**src/rtl/dmx_pkt_pkg.sv**
```systemverilog
package dmx_pkt_pkg;
    typedef enum logic [1:0] {
        PH_IDLE  = 2'd0,
        PH_BREAK = 2'd1,
        PH_MARK  = 2'd2,
        PH_SLOTS = 2'd3
    } pkt_phase_e;
endpackage

```
**src/rtl/dmx_slot_store.sv**
```systemverilog
module dmx_slot_store #(
    parameter int DEPTH = 32,
    parameter int DW    = 8,
    localparam int AW   = $clog2(DEPTH)
) (
    input  logic          clk,
    input  logic          rst_n,
    input  logic          wr_en,
    input  logic [AW-1:0] wr_addr,
    input  logic [DW-1:0] wr_data,
    input  logic [AW-1:0] rd_addr,
    output logic [DW-1:0] rd_data
);
    logic [DW-1:0] mem_d [DEPTH];
    logic [DW-1:0] mem_q [DEPTH];

    always_comb begin
        for (int i = 0; i < DEPTH; i++) begin
            mem_d[i] = mem_q[i];
        end
        if (wr_en) begin
            mem_d[wr_addr] = wr_data;
        end
    end

    always_ff @(posedge clk or negedge rst_n) begin
        if (!rst_n) begin
            for (int i = 0; i < DEPTH; i++) begin
                mem_q[i] <= '0;
            end
        end else begin
            for (int i = 0; i < DEPTH; i++) begin
                mem_q[i] <= mem_d[i];
            end
        end
    end

    assign rd_data = mem_q[rd_addr];
endmodule

```
**src/rtl/dmx_byte_ser.sv**
```systemverilog
module dmx_byte_ser #(
    parameter int BIT_CYC   = 4,
    parameter int DW        = 8,
    parameter int STOP_BITS = 2,
    localparam int LAST_BIT = DW + STOP_BITS,
    localparam int CW       = $clog2(BIT_CYC + 1),
    localparam int BW       = $clog2(LAST_BIT + 1)
) (
    input  logic          clk,
    input  logic          rst_n,
    input  logic          load,
    input  logic [DW-1:0] data,
    output logic          line,
    output logic          last
);
    typedef struct packed {
        logic          active;
        logic          line;
        logic [DW-1:0] shift;
        logic [BW-1:0] bitn;
        logic [CW-1:0] cnt;
    } ser_t;

    ser_t q, d;

    always_comb begin
        d = q;
        if (q.active && q.cnt == '0) begin
            if (q.bitn == BW'(LAST_BIT)) begin
                d.active = 1'b0;
                d.line   = 1'b1;
            end else begin
                d.bitn  = q.bitn + 1'b1;
                d.cnt   = CW'(BIT_CYC - 1);
                d.line  = q.shift[0];
                d.shift = {1'b1, q.shift[DW-1:1]};
            end
        end else if (q.active) begin
            d.cnt = q.cnt - 1'b1;
        end
        if (load) begin
            d.active = 1'b1;
            d.line   = 1'b0;
            d.shift  = data;
            d.bitn   = '0;
            d.cnt    = CW'(BIT_CYC - 1);
        end
    end

    always_ff @(posedge clk or negedge rst_n) begin
        if (!rst_n) begin
            q <= '{active: 1'b0, line: 1'b1, shift: '0, bitn: '0, cnt: '0};
        end else begin
            q <= d;
        end
    end

    assign line = q.line;
    assign last = q.active && q.cnt == '0 && q.bitn == BW'(LAST_BIT);

    p_bit_hold_r1: assert property (@(posedge clk) disable iff (!rst_n)
        (q.active && q.cnt != '0 && !load) |=> $stable(q.line))
        else $error("line changed inside a bit period");

    p_load_free_r1: assert property (@(posedge clk) disable iff (!rst_n)
        load |-> (!q.active || last))
        else $error("byte loaded while a slot is still being shifted");
endmodule

```
**src/rtl/dmx_pkt_tx.sv**
```systemverilog
module dmx_pkt_tx
    import dmx_pkt_pkg::*;
#(
    parameter int CLK_HZ    = 250_000_000,
    parameter int BAUD      = 250_000,
    parameter int BREAK_US  = 88,
    parameter int MARK_US   = 8,
    parameter int DEPTH     = 32,
    parameter int PAD_BASE  = 258,
    parameter int TAIL      = 255,
    parameter int FW        = 9,
    localparam int AW       = $clog2(DEPTH),
    localparam int BIT_CYC  = CLK_HZ / BAUD,
    localparam int BRK_CYC  = (CLK_HZ / 1000) * BREAK_US / 1000,
    localparam int MARK_CYC = (CLK_HZ / 1000) * MARK_US / 1000,
    localparam int TMAX     = (BRK_CYC > MARK_CYC) ? BRK_CYC : MARK_CYC,
    localparam int TW       = $clog2(TMAX + 1),
    localparam int SW       = $clog2(DEPTH + PAD_BASE + TAIL + 1)
) (
    input  logic          clk,
    input  logic          rst_n,
    input  logic          start,
    input  logic          wr_en,
    input  logic [AW-1:0] wr_addr,
    input  logic [7:0]    wr_data,
    input  logic          cnt_we,
    input  logic [FW-1:0] cnt_val,
    output logic          tx,
    output logic          busy,
    output logic          done
);
    typedef struct packed {
        pkt_phase_e    ph;
        logic [TW-1:0] tmr;
        logic [SW-1:0] idx;
        logic [SW-1:0] total;
        logic [FW-1:0] slot_cnt;
        logic          done;
    } seq_t;

    seq_t q, d;
    logic       load;
    logic       ser_line;
    logic       ser_last;
    logic [7:0] rd_data;
    logic [7:0] slot_byte;
    logic [SW-1:0] pad;

    dmx_slot_store #(.DEPTH(DEPTH), .DW(8)) u_store (
        .clk     (clk),
        .rst_n   (rst_n),
        .wr_en   (wr_en),
        .wr_addr (wr_addr),
        .wr_data (wr_data),
        .rd_addr (q.idx[AW-1:0]),
        .rd_data (rd_data)
    );

    dmx_byte_ser #(.BIT_CYC(BIT_CYC), .DW(8), .STOP_BITS(2)) u_ser (
        .clk   (clk),
        .rst_n (rst_n),
        .load  (load),
        .data  (slot_byte),
        .line  (ser_line),
        .last  (ser_last)
    );

    assign slot_byte = (q.idx < SW'(DEPTH)) ? rd_data : 8'h00;

    always_comb begin
        if (int'(q.slot_cnt) >= PAD_BASE) begin
            pad = '0;
        end else begin
            pad = SW'(PAD_BASE) - SW'(q.slot_cnt);
        end
    end

    always_comb begin
        d      = q;
        d.done = 1'b0;
        load   = 1'b0;
        if (cnt_we) begin
            d.slot_cnt = cnt_val;
        end
        case (q.ph)
            PH_IDLE: begin
                if (start) begin
                    d.ph    = PH_BREAK;
                    d.tmr   = TW'(BRK_CYC - 1);
                    d.idx   = '0;
                    d.total = SW'(DEPTH) + pad + SW'(TAIL);
                end
            end
            PH_BREAK: begin
                if (q.tmr == '0) begin
                    d.ph  = PH_MARK;
                    d.tmr = TW'(MARK_CYC - 1);
                end else begin
                    d.tmr = q.tmr - 1'b1;
                end
            end
            PH_MARK: begin
                if (q.tmr == '0) begin
                    d.ph  = PH_SLOTS;
                    load  = 1'b1;
                    d.idx = q.idx + 1'b1;
                end else begin
                    d.tmr = q.tmr - 1'b1;
                end
            end
            PH_SLOTS: begin
                if (ser_last) begin
                    if (q.idx == q.total) begin
                        d.ph   = PH_IDLE;
                        d.done = 1'b1;
                    end else begin
                        load  = 1'b1;
                        d.idx = q.idx + 1'b1;
                    end
                end
            end
            default: d.ph = PH_IDLE;
        endcase
    end

    always_ff @(posedge clk or negedge rst_n) begin
        if (!rst_n) begin
            q <= '{ph: PH_IDLE, tmr: '0, idx: '0, total: '0, slot_cnt: '0, done: 1'b0};
        end else begin
            q <= d;
        end
    end

    assign tx   = (q.ph == PH_BREAK) ? 1'b0 : ser_line;
    assign busy = (q.ph != PH_IDLE);
    assign done = q.done;

    p_done_single_r9: assert property (@(posedge clk) disable iff (!rst_n)
        done |=> !done)
        else $error("done held longer than one cycle");

    p_done_idle_r9: assert property (@(posedge clk) disable iff (!rst_n)
        done |-> (!busy && tx))
        else $error("done raised while busy or line low");

    p_idle_high_r9: assert property (@(posedge clk) disable iff (!rst_n)
        !busy |-> tx)
        else $error("line low while idle");

    p_ignore_start_r8: assert property (@(posedge clk) disable iff (!rst_n)
        (q.ph == PH_SLOTS && start) |=> (q.ph != PH_BREAK))
        else $error("start during a packet restarted the break");

    p_mark_high_r3: assert property (@(posedge clk) disable iff (!rst_n)
        (q.ph == PH_MARK) |-> ser_line)
        else $error("serializer not idle-high during the mark");
endmodule

```
**config.mk**
```make
export PLATFORM = sky130hd
export DESIGN_NAME = dmx_pkt_tx
export DESIGN_NICKNAME = d
export VERILOG_FILES = /design/src/rtl/dmx_pkt_pkg.sv /design/src/rtl/dmx_slot_store.sv /design/src/rtl/dmx_byte_ser.sv /design/src/rtl/dmx_pkt_tx.sv
export SDC_FILE = /design/constraint.sdc
export NUM_CORES = 1
export LEC_CHECK = 0
export ABC_AREA = 1
export CELL_PAD_IN_SITES_DETAIL_PLACEMENT = 0
export CELL_PAD_IN_SITES_GLOBAL_PLACEMENT = 1
export CORE_ASPECT_RATIO = 1.2
export CORE_UTILIZATION = 40
export DETAILED_ROUTE_END_ITERATION = 10
export PLACE_DENSITY_LB_ADDON = 0.05
export SLEW_MARGIN = 30
export SYNTH_ARGS = -nofsm -noshare
export SYNTH_HDL_FRONTEND = slang
export SYNTH_SLANG_ARGS = --single-unit
```
**constraint.sdc**
```tcl
create_clock -name clk -period 3.3 [get_ports clk]
set_input_delay 0.66 -clock clk [delete_from_list [all_inputs] [get_ports clk]]
set_output_delay 0.66 -clock clk [all_outputs]
set_load 0.05 [all_outputs]
```
==> key figures, run 1 <==
Logic synthesis
  – Largest cells by area after synthesis: dfrtp_1 50%, nand2_1 18%, o21ai_0 9.2%, nand3_1 4.6%, inv_1 3.5%
  – FFs w/ async S/R, synth: 100%
  – Yosys cell types: 38
  – Syn_area_per_cell: 7.58 um2
  – Largest family of logic cells by synthesized area: simple AND/OR/NAND/NOR gates
  – Yosys top cell by area: dfrtp_1
  – Simple-Gate Fraction of Synth Area: 28.3%
  – Warning count from the yosys run: 0
  – Post-synthesis register bit count: 327
  – Mapped Area: around 16000 um2
  – Share of the synthesized area in the top cell type: 50.1%
  – Count leader, synth: nand2_1
  – Most instantiated cells after synthesis: 766 x nand2_1, 326 x dfrtp_1, 298 x o21ai_0
  – Register area share after synthesis: between 50% and 60%
  – Top FF cell, synth: dfrtp_1
  – Synthesized instance count: 2148
  – Syn nets: 2188
  – Post-synth EDFFs: 0
  – Xor and xnor area share after synthesis: 1.08%
  – Multiplexer share of the synthesized area: 0.208%
  – Adder-Cell Fraction of Synth Area: 1.00%
  – Post-synthesis compound-gate area fraction: between 10% and 20%

Final layout
  – Fin cells: 2714
  – Multi-input gate area: between 7000 and 8000 um2
  – Reg area: between 8000 and 9000 um2
  – Fin nets: between 2000 and 2500
  – Area grow syn2layout: 14.1%
  – Layout cells sized above 1: under 10%
  – Fillers: 4051
  – Final antenna diode count: 0

Floorplanning
  – Die height: about 220 um
  – Rows: 80
  – Die area: 41500 um2
  – IO Pins: 30
  – Die W: roughly 190 um
  – Initial Utilization: 40.7%
  – Core Footprint: between 30000 and 40000 um2

Place
  – RD Place Congestion: a little under 0.8
  – IO Port Bufs: 29
  – Dpl hpwl: about 30000 um
  – Inst Count DP: 2647

Worst setup path
  – Critical path arrival: 2.18 ns
  – Reg2Reg Depth: 12
  – Crit path depth: 4
  – Family with the most delay on the worst path: buffers and inverters
  – Worst Path Required: 2.64 ns
  – Crit Path Class: reg -> out
  – Crit-path max FO: 4
  – Crit end category: primary output
  – Worst stage delay on the critical path: about 0.8 ns
  – CP Launch Type: flip-flop
  – Critical path, cell by cell: inv_1 -> ha_1 -> nor2_1 -> clkdlybuf4s50_1
  – Slowest library cell on the worst path: clkdlybuf4s50_1
  – WP buf/inv: 2

Power and ir drop
  – Clk pwr share: 42.2%
  – Pwr Density: 570 nW/um2
  – Pleak: between 8 and 9 nW
  – Gate power share: 11.4%
  – Switching power: 2.75 mW
  – Internal Dissipation: 7.85 mW
  – Worst vdd ir: 0.346 mV
  – Reg power frac: a little under half
  – Power, Total: 10.6 mW
  – Sw frac: 25.9%

Clock network
  – Reg clk slew, reported paths: 0.06 ns
  – Clock Latency Late Sink: 0.54 ns
  – # clock sinks: 327
  – H-tree Lvls: 2
  – Post_cts resized: 0
  – CTS tree: yes
  – TritonCTS Buffers: 39
  – Hold-fix buffers, CTS: 0
  – Post-CTS Setup Bufs: 0
  – CTS Root Cell: clkbuf_16
  – Clk buf depth: 3

STA
  – Setup TNS: 0 ns
  – Worst slew margin: around 52%
  – Final Hold Fails: 0
  – Period utilization: 86.2%
  – Slew Limit Fails: 0
  – Post-route minimum period: around 2.8 ns
  – Max Fclk: about 0.35 GHz
  – RSZ-0062 raised after global routing: false
  – # setup viols final: 0
  – Measured slew at the worst slew-check pin: slightly above 0.7 ns
  – Fin Clk Skew: 0.0147 ns

Drt
  – Post-route DRC: 0
  – Vias/cell: 5.04
  – Total iterations of the first detailed-routing run: 5
  – Final antenna-violating net count: 0
  – DR WL/cell: 17.2 um
  – DRT Wirelength: 46700 um
  – Via count: 13676
  – DR iter-0 viols: ~840

Global route
  – Congestion Overflow GR: 0
  – Global-route wire length before repair: 75800 um
  – Initial antenna violation count: 0
  – All-layer global routing usage: 23.6%
  – Largest net degree at the start of global routing: 90
  – Number of global-route vias before repair: 13604

Outcome
  – Status: finished, final reports clean

Hold path
  – Worst Hold Class: in -> async

Run
  – # Max-Cap Violations: 0
==> worst paths after layout <==
| check | startpoint | to | slack, ns |
|---|---|---|---|
| worst max-delay path | q[46] | tx | 0.46 |
| worst min-delay path | rst_n | u_ser.q[2] | 0.08 |
| worst max register to register | q[20] | u_ser.q[2] | 0.75 |
| worst min register to register | u_store.mem_q[31] | u_store.mem_q[31] | 0.48 |
| max in group asynchronous | rst_n | u_store.mem_q[85] | 2.31 |
| min in group clk | u_store.mem_q[31] | u_store.mem_q[31] | 0.48 |
==> power groups by stage <==
stage               Combinational (mW)  Clock, mW  Sequential (mW)
floorplan                        0.850          0             4.91
global placement                  1.20          0             4.96
detailed placement                1.23          0             4.98
CTS                               1.23       4.59             4.91
global route                      1.44       4.72             4.99
finish                            1.21       4.47             4.92
==> state kept, by name, indices dropped and copies added (netlist names) <==
register       count
q                 46
u_store.mem_q    256
u_ser.line         1
done               1
u_ser.q           23
==> cells in the final DEF (no fill, tap or decap), types with 10 or more instances in the layout <==
cell type / count
clkdlybuf4s50_1: 28
o21ai_1: 20
xor2_1: 14
nand3_1: 150
clkbuf_8: 10
a21oi_1: 42
o211ai_1: 21
nor3_1: 18
buf_4: 46
dfrtp_1: 324
clkbuf_16: 40
ha_1: 13
inv_1: 150
nand2_1: 766
o21ai_0: 298
nor2_1: 145
==> cell type report <==
class / count / area share, %
inverters: 159 / 3.22
clock buffers: 57 / 6.27
repair buffers: 82 / 4.20
flip-flops and latches: 327 / 44.1
multi-input cells: 1546 / 37.7
well taps: 533 / 3.59
clock inverters: 10 / 0.889
==> cell families after synthesis <==
logic type | count (synthesis)
muxes | 3
buffers and inverters | 275
adders and majority gates | 13
xor gates and xnor gates | 20
AOI/OAI and AO/OA | 391
DFF | 327
and+or+nand+nor | 1119
==> per-stage QoR <==
stage | setup WS [ns] | area (um2) | hold WS (ns) | utilization, %
CTS | 0.434 | 18600 | 0.114 | 46.5
global route | 0.341 | 18600 | 0.123 | 46.5
global placement | 0.700 | 17200 | 0.461 | 43.2
detailed placement | 0.662 | 17200 | 0.466 | 43.2
finish | 0.456 | 18600 | 0.0786 | 46.5
floorplan | 1.34 | 16300 | 0.364 | -
==> per-layer routing <==
metal / wire length [um] / track usage (%)
met2: 23000 / 40.2
met3: 1370 / 2.58
met1: 21500 / 32.1
met4: 810 / 5.34
met5: 0 / 0
(Power assumes the default switching activity.)
==> run 2: changes to the inputs <==
--- a/config.mk
+++ b/config.mk
@@ -11,7 +11,7 @@
 export CORE_ASPECT_RATIO = 1.2
 export CORE_UTILIZATION = 40
 export DETAILED_ROUTE_END_ITERATION = 10
-export PLACE_DENSITY_LB_ADDON = 0.05
+export PLACE_DENSITY = 0.66
 export SLEW_MARGIN = 30
 export SYNTH_ARGS = -nofsm -noshare
 export SYNTH_HDL_FRONTEND = slang
==> run 2 against run 1 <==
Effect of this change: register-to-register slack better by 0.05 ns; largest power group unchanged; critical endpoint unchanged; utilization down 0.13 points; total power is 0.13% higher; final cell count decreased by 0.15%; count of clock-buffer cells in the layout is 1 higher; highest routed layer unchanged; fmax rose by 0.50%.
==> key figures, run 2 (synthesis gave the netlist of run 1 again) <==
Final layout
  – Reg with most FFs: u_store.mem_q (unchanged)
  – Area grow syn2layout: 13.8% (was 14.1%)
  – Fin util: 46.4% (was 46.5%)
  – Regs by FF count: u_store.mem_q: 256 flops, q: 46 flops, u_ser.q: 23 flops (unchanged)
  – Most common cell after layout, fill and taps aside: nand2_1 (unchanged)
  – Fin nets: 2189 (was 2195)
  – Final antenna diode count: 0 (unchanged)
  – Most frequent cells in the layout: 766 x nand2_1, 324 x dfrtp_1, 298 x o21ai_0 (unchanged)
  – Fillers: 4054 (was 4051)
  – Max reg flops: 256 (unchanged)
  – Layout cells sized above 1: 6.80% (was 7.15%)

Worst setup path
  – Worst Path Required: 2.64 ns (about the same)
  – Critical path, cell by cell: inv_1 -> ha_1 -> nor2_1 -> clkdlybuf4s50_1 (unchanged)
  – Reg2Reg Setup Slack: 0.80 ns (was 0.75 ns)
  – Crit end category: primary output (unchanged)
  – Critical path arrival: 2.17 ns (was 2.18 ns)
  – Slowest library cell on the worst path: clkdlybuf4s50_1 (unchanged)
  – Crit Path Class: reg -> out (unchanged)
  – Family with the most delay on the worst path: buffers and inverters (unchanged)
  – CP Launch Type: flip-flop (unchanged)
  – CP Launch Point: q[46] (unchanged)
  – Worst stage delay on the critical path: 0.81 ns (was 0.82 ns)
  – Reg2reg end: q[20] (was u_ser.q[2])
  – FF-to-FF Start: u_ser.q[0] (was q[20])
  – WP buf/inv: 2 (unchanged)
  – Crit-path max FO: 4 (unchanged)
  – Reg2Reg Depth: 8 (was 12)

STA
  – Hold WS: 0.101 ns (was 0.0786 ns)
  – RSZ-0062 raised after global routing: false (unchanged)
  – Setup TNS: 0 ns (unchanged)
  – Period utilization: 85.8% (was 86.2%)
  – Post-route minimum period: 2.83 ns (was 2.84 ns)
  – Worst slew margin: 55.0% (was 52.0%)
  – Final Hold Fails: 0 (unchanged)
  – # setup viols final: 0 (unchanged)
  – Max Fclk: 0.353 GHz (was 0.352 GHz)
  – Fin Clk Skew: 0.00906 ns (was 0.0147 ns)
  – Slew Limit Fails: 0 (unchanged)
  – Measured slew at the worst slew-check pin: 0.672 ns (was 0.721 ns)

Clock network
  – Post_cts resized: 0 (unchanged)
  – Reg clk slew, reported paths: 0.06 ns (about the same)
  – TritonCTS Buffers: 38 (was 39)
  – CTS Root Cell: clkbuf_16 (unchanged)
  – H-tree Lvls: 2 (unchanged)
  – CTS tree: yes (unchanged)
  – Hold-fix buffers, CTS: 0 (unchanged)
  – # clock sinks: 327 (unchanged)
  – Clock Latency Late Sink: 0.54 ns (about the same)
  – Post-CTS Setup Bufs: 0 (unchanged)
  – Clk buf depth: 3 (unchanged)

Drt
  – Final antenna-violating net count: 0 (unchanged)
  – Total iterations of the first detailed-routing run: 5 (unchanged)
  – Via count: 13889 (was 13676)
  – Vias/cell: 5.13 (was 5.04)
  – Post-route DRC: 0 (unchanged)
  – DRT Wirelength: 48000 um (was 46700 um)
  – DR iter-0 viols: 884 (was 837)
  – DR WL/cell: 17.7 um (was 17.2 um)

Outcome
  – Status: finished, final reports clean (unchanged)

Global route
  – Congestion Overflow GR: 0 (unchanged)
  – Initial antenna violation count: 0 (unchanged)
  – All-layer global routing usage: 24.1% (was 23.6%)
  – Largest net degree at the start of global routing: 113 (was 90)
  – Global-route wire length before repair: 77100 um (was 75800 um)
  – Number of global-route vias before repair: 13545 (was 13604)

Place
  – IO Port Bufs: 29 (unchanged)
  – Dpl hpwl: 30100 um (was 29400 um)
  – RD Place Congestion: 0.774 (was 0.777)

Hold path
  – Worst Hold Class: in -> async (unchanged)

Floorplanning
  – IO Pins: 30 (unchanged)
  – Core Footprint: 39900 um2 (unchanged)
  – Die W: 186 um (unchanged)
  – Die area: 41500 um2 (unchanged)
  – Rows: 80 (unchanged)
  – Die height: 223 um (unchanged)
  – Initial Utilization: 40.7% (unchanged)

Power and ir drop
  – Worst vdd ir: 0.374 mV (was 0.346 mV)
  – Pleak: 8.77 nW (was 8.81 nW)
  – Pwr Density: 573 nW/um2 (was 570 nW/um2)

Run
  – # Max-Cap Violations: 0 (unchanged)
run 2: worst max-delay path by stage:
| stage | endpoint | slack (ns) | cells after the start |
|---|---|---|---|
| 2_1_floorplan | q[14] | 1.34 | 13 |
| 3_3_place_gp | u_store.mem_q[6] | 0.58 | 6 |
| 3_5_place_dp | u_store.mem_q[6] | 0.53 | 6 |
| 4_1_cts | tx | 0.44 | 4 |
| 5_1_grt | tx | 0.37 | 4 |
| 6_report | tx | 0.47 | 4 |
run 2: cell type report:
class / count / area (um2) / area share [%]
Sequential cell: 327 / 8190 / 44.2
Clock inverter: 10 / 178 / 0.959
Timing Repair Buffer: 77 / 731 / 3.94
Inverter: 159 / 598 / 3.23
Multi-Input combinational cell: 1546 / 7010 / 37.8
Clock buffer: 58 / 1150 / 6.21
Tap cell: 533 / 667 / 3.60
run 2: per-layer routing:
| metal | up-vias | global-route usage [%] | share of wire, % |
|---|---|---|---|
| met5 | - | 0 | 0 |
| met4 | 0 | 5.10 | 1.6 |
| li1 | 6882 | - | - |
| met3 | 57 | 3.09 | 3.8 |
| met1 | 6723 | 32.0 | 44 |
| met2 | 227 | 41.8 | 50 |
run 2: where the power goes:
part	leakage, nW	switching (mW)	total [mW]	internal (mW)
Sequential	4.19	0.312	4.92	4.61
Combinational	3.93	0.730	1.21	0.479
Clock	0.648	1.69	4.48	2.79
run 2: per-stage QoR:
stage / area, um2 / worst slack, ns / total power [mW] / std cells
2_1_floorplan: 16300 / 1.34 / 5.75 / 2148
4_1_cts: 18500 / 0.439 / 10.8 / 2710
5_1_grt: 18500 / 0.372 / 11.2 / 2710
6_report: 18500 / 0.470 / 10.6 / 2710
3_3_place_gp: 17200 / 0.578 / 6.17 / 2642
3_5_place_dp: 17200 / 0.532 / 6.21 / 2642
==> run 3: changes to the inputs <==
--- a/config.mk
+++ b/config.mk
@@ -11,7 +11,7 @@
 export CORE_ASPECT_RATIO = 1.2
 export CORE_UTILIZATION = 40
 export DETAILED_ROUTE_END_ITERATION = 10
-export PLACE_DENSITY = 0.66
+export PLACE_DENSITY_LB_ADDON = 0.1
 export SLEW_MARGIN = 30
 export SYNTH_ARGS = -nofsm -noshare
 export SYNTH_HDL_FRONTEND = slang
==> run 3 against run 2 <==
Effect of this change: sequential power is essentially flat; highest routed layer unchanged; routed wire length decreased by 2.4%; via count fell by 0.55%; critical path type unchanged; die area did not move.
==> key figures, run 3 (synthesis gave the netlist of run 1 again) <==
Drt
  – Post-route DRC: 0 (unchanged)
  – DRT Wirelength: 46800 um (was 48000 um)
  – DR WL/cell: 17.3 um (was 17.7 um)
  – Via count: 13813 (was 13889)
  – Vias/cell: 5.09 (was 5.13)
  – Total iterations of the first detailed-routing run: 5 (unchanged)
  – Final antenna-violating net count: 0 (unchanged)
  – DR iter-0 viols: 867 (was 884)

STA
  – Period utilization: 85.8% (about the same)
  – Setup TNS: 0 ns (unchanged)
  – RSZ-0062 raised after global routing: false (unchanged)
  – Slew Limit Fails: 0 (unchanged)
  – # setup viols final: 0 (unchanged)
  – Post-route minimum period: 2.83 ns (about the same)
  – Final Hold Fails: 0 (unchanged)
  – Fin Clk Skew: 0.00801 ns (was 0.00906 ns)
  – Measured slew at the worst slew-check pin: 0.880 ns (was 0.672 ns)
  – Worst slew margin: 41.3% (was 55.0%)
  – Max Fclk: 0.353 GHz (about the same)

Power and ir drop
  – Reg power frac: 47.0% (was 46.4%)
  – Sw frac: 26.4% (was 25.7%)
  – Switching power: 2.76 mW (was 2.73 mW)
  – Worst vdd ir: 0.387 mV (was 0.374 mV)
  – Pleak: 8.79 nW (was 8.77 nW)
  – Gate power share: 11.6% (was 11.4%)
  – Pwr Density: 565 nW/um2 (was 573 nW/um2)
  – Clk pwr share: 41.4% (was 42.2%)
  – Internal Dissipation: 7.71 mW (was 7.88 mW)

Clock network
  – Clock Latency Late Sink: 0.55 ns (was 0.54 ns)
  – Post_cts resized: 0 (unchanged)
  – CTS Root Cell: clkbuf_16 (unchanged)
  – Post-CTS Setup Bufs: 0 (unchanged)
  – Hold-fix buffers, CTS: 0 (unchanged)
  – CTS tree: yes (unchanged)
  – # clock sinks: 327 (unchanged)
  – H-tree Lvls: 2 (unchanged)
  – TritonCTS Buffers: 38 (unchanged)
  – Reg clk slew, reported paths: 0.06 ns (about the same)
  – Clk buf depth: 3 (unchanged)

Place
  – RD Place Congestion: 0.793 (was 0.774)
  – Inst Count DP: 2648 (was 2642)
  – Dpl hpwl: 29900 um (was 30100 um)
  – IO Port Bufs: 29 (unchanged)

Worst setup path
  – CP Launch Point: q[46] (unchanged)
  – Worst Path Required: 2.64 ns (about the same)
  – CP Launch Type: flip-flop (unchanged)
  – Crit-path max FO: 4 (unchanged)
  – Setup crit end: tx (unchanged)
  – Critical path arrival: 2.17 ns (about the same)
  – FF-to-FF Start: q[21] (was u_ser.q[0])
  – Reg2Reg Setup Slack: 0.71 ns (was 0.80 ns)
  – Reg2reg end: u_ser.q[2] (was q[20])
  – Crit Path Class: reg -> out (unchanged)
  – Crit end category: primary output (unchanged)
  – Reg2Reg Depth: 12 (was 8)

Final layout
  – Regs by FF count: u_store.mem_q: 256 flops, q: 46 flops, u_ser.q: 23 flops (unchanged)
  – Most common cell after layout, fill and taps aside: nand2_1 (unchanged)
  – Fin cells: 2715 (was 2710)
  – Reg with most FFs: u_store.mem_q (unchanged)
  – Fin nets: 2195 (was 2189)
  – Most frequent cells in the layout: 766 x nand2_1, 324 x dfrtp_1, 298 x o21ai_0 (unchanged)
  – Area grow syn2layout: 13.8% (about the same)
  – Layout cells sized above 1: 7.24% (was 6.80%)
  – Max reg flops: 256 (unchanged)

Hold path
  – Worst Hold Class: in -> async (unchanged)

Floorplanning
  – Initial Utilization: 40.7% (unchanged)
  – Die W: 186 um (unchanged)
  – Rows: 80 (unchanged)
  – Core Footprint: 39900 um2 (unchanged)
  – IO Pins: 30 (unchanged)
  – Die height: 223 um (unchanged)
  – Die area: 41500 um2 (unchanged)

Global route
  – Global-route wire length before repair: 76100 um (was 77100 um)
  – Congestion Overflow GR: 0 (unchanged)
  – Initial antenna violation count: 1 (was 0)
  – All-layer global routing usage: 23.7% (was 24.1%)
  – Number of global-route vias before repair: 13462 (was 13545)
  – Largest net degree at the start of global routing: 91 (was 113)

Run
  – # Max-Cap Violations: 0 (unchanged)

Outcome
  – Status: finished, final reports clean (unchanged)
==> run 3: cell count changes in the layout (fill, tap and decap cells not counted), moves of 2 or more <==
cell,change
buf_4,+6
bufinv_16,-2
clkbuf_1,-6
clkbuf_16,-2
clkbuf_8,+4
clkinv_2,+4
==> run 3: cell type report <==
| type | instances | area [um2] |
|---|---|---|
| Clock inverter | 12 | 139 |
| Fill cell | 4050 | 21400 |
| Sequential cell | 327 | 8190 |
| Inverter | 159 | 598 |
| Tap cell | 533 | 667 |
| Clock buffer | 54 | 1130 |
| Antenna cell | 1 | 2.50 |
| Timing Repair Buffer | 83 | 776 |
| Multi-Input combinational cell | 1546 | 7010 |
==> run 3: worst min path at each step <==
stage / cells past startpoint / end / from / slack (ns)
floorplan: 0 / done / rst_n / 0.36
global placement: 2 / u_store.mem_q[39] / u_store.mem_q[39] / 0.46
detailed placement: 2 / u_ser.q[4] / u_ser.q[4] / 0.47
CTS: 1 / u_ser.q[8] / rst_n / 0.05
global route: 1 / u_ser.q[4] / rst_n / 0.06
finish: 1 / u_ser.q[8] / rst_n / 0.04
==> run 3: metrics by stage <==
| stage | worst slack, ns | instance area, um2 | power, mW | hold WS (ns) | util, % |
|---|---|---|---|---|---|
| 6_report | 0.468 | 18500 | 10.5 | 0.0358 | 46.4 |
| 5_1_grt | 0.357 | 18500 | 11.0 | 0.0569 | 46.4 |
| 4_1_cts | 0.429 | 18500 | 10.6 | 0.0475 | 46.4 |
| 3_5_place_dp | 0.611 | 17200 | 6.22 | 0.467 | 43.2 |
| 3_3_place_gp | 0.637 | 17200 | 6.17 | 0.460 | 43.2 |
| 2_1_floorplan | 1.34 | 16300 | 5.75 | 0.364 | - |
==> run 3: power groups by stage <==
stage,clock network (mW),logic [mW],registers [mW]
after floorplan,0,0.850,4.91
after global placement,0,1.20,4.97
after detailed placement,0,1.23,4.98
after CTS,4.44,1.24,4.92
after global routing,4.59,1.45,4.99
final,4.34,1.21,4.92
==> run 3: per-layer routing <==
metal  share of wire (%)  track usage [%]
met4                 1.9             5.71
met1                  46             32.6
met2                  49             39.0
met3                 3.8             3.53
met5                   0                0
==> run 3: worst max-delay path, cell delays in order, from the launching register on <==
cell	delay, ns
dfrtp_1	0.38
inv_1	0.09
ha_1	0.24
nor2_1	0.12
clkdlybuf4s50_1	0.80
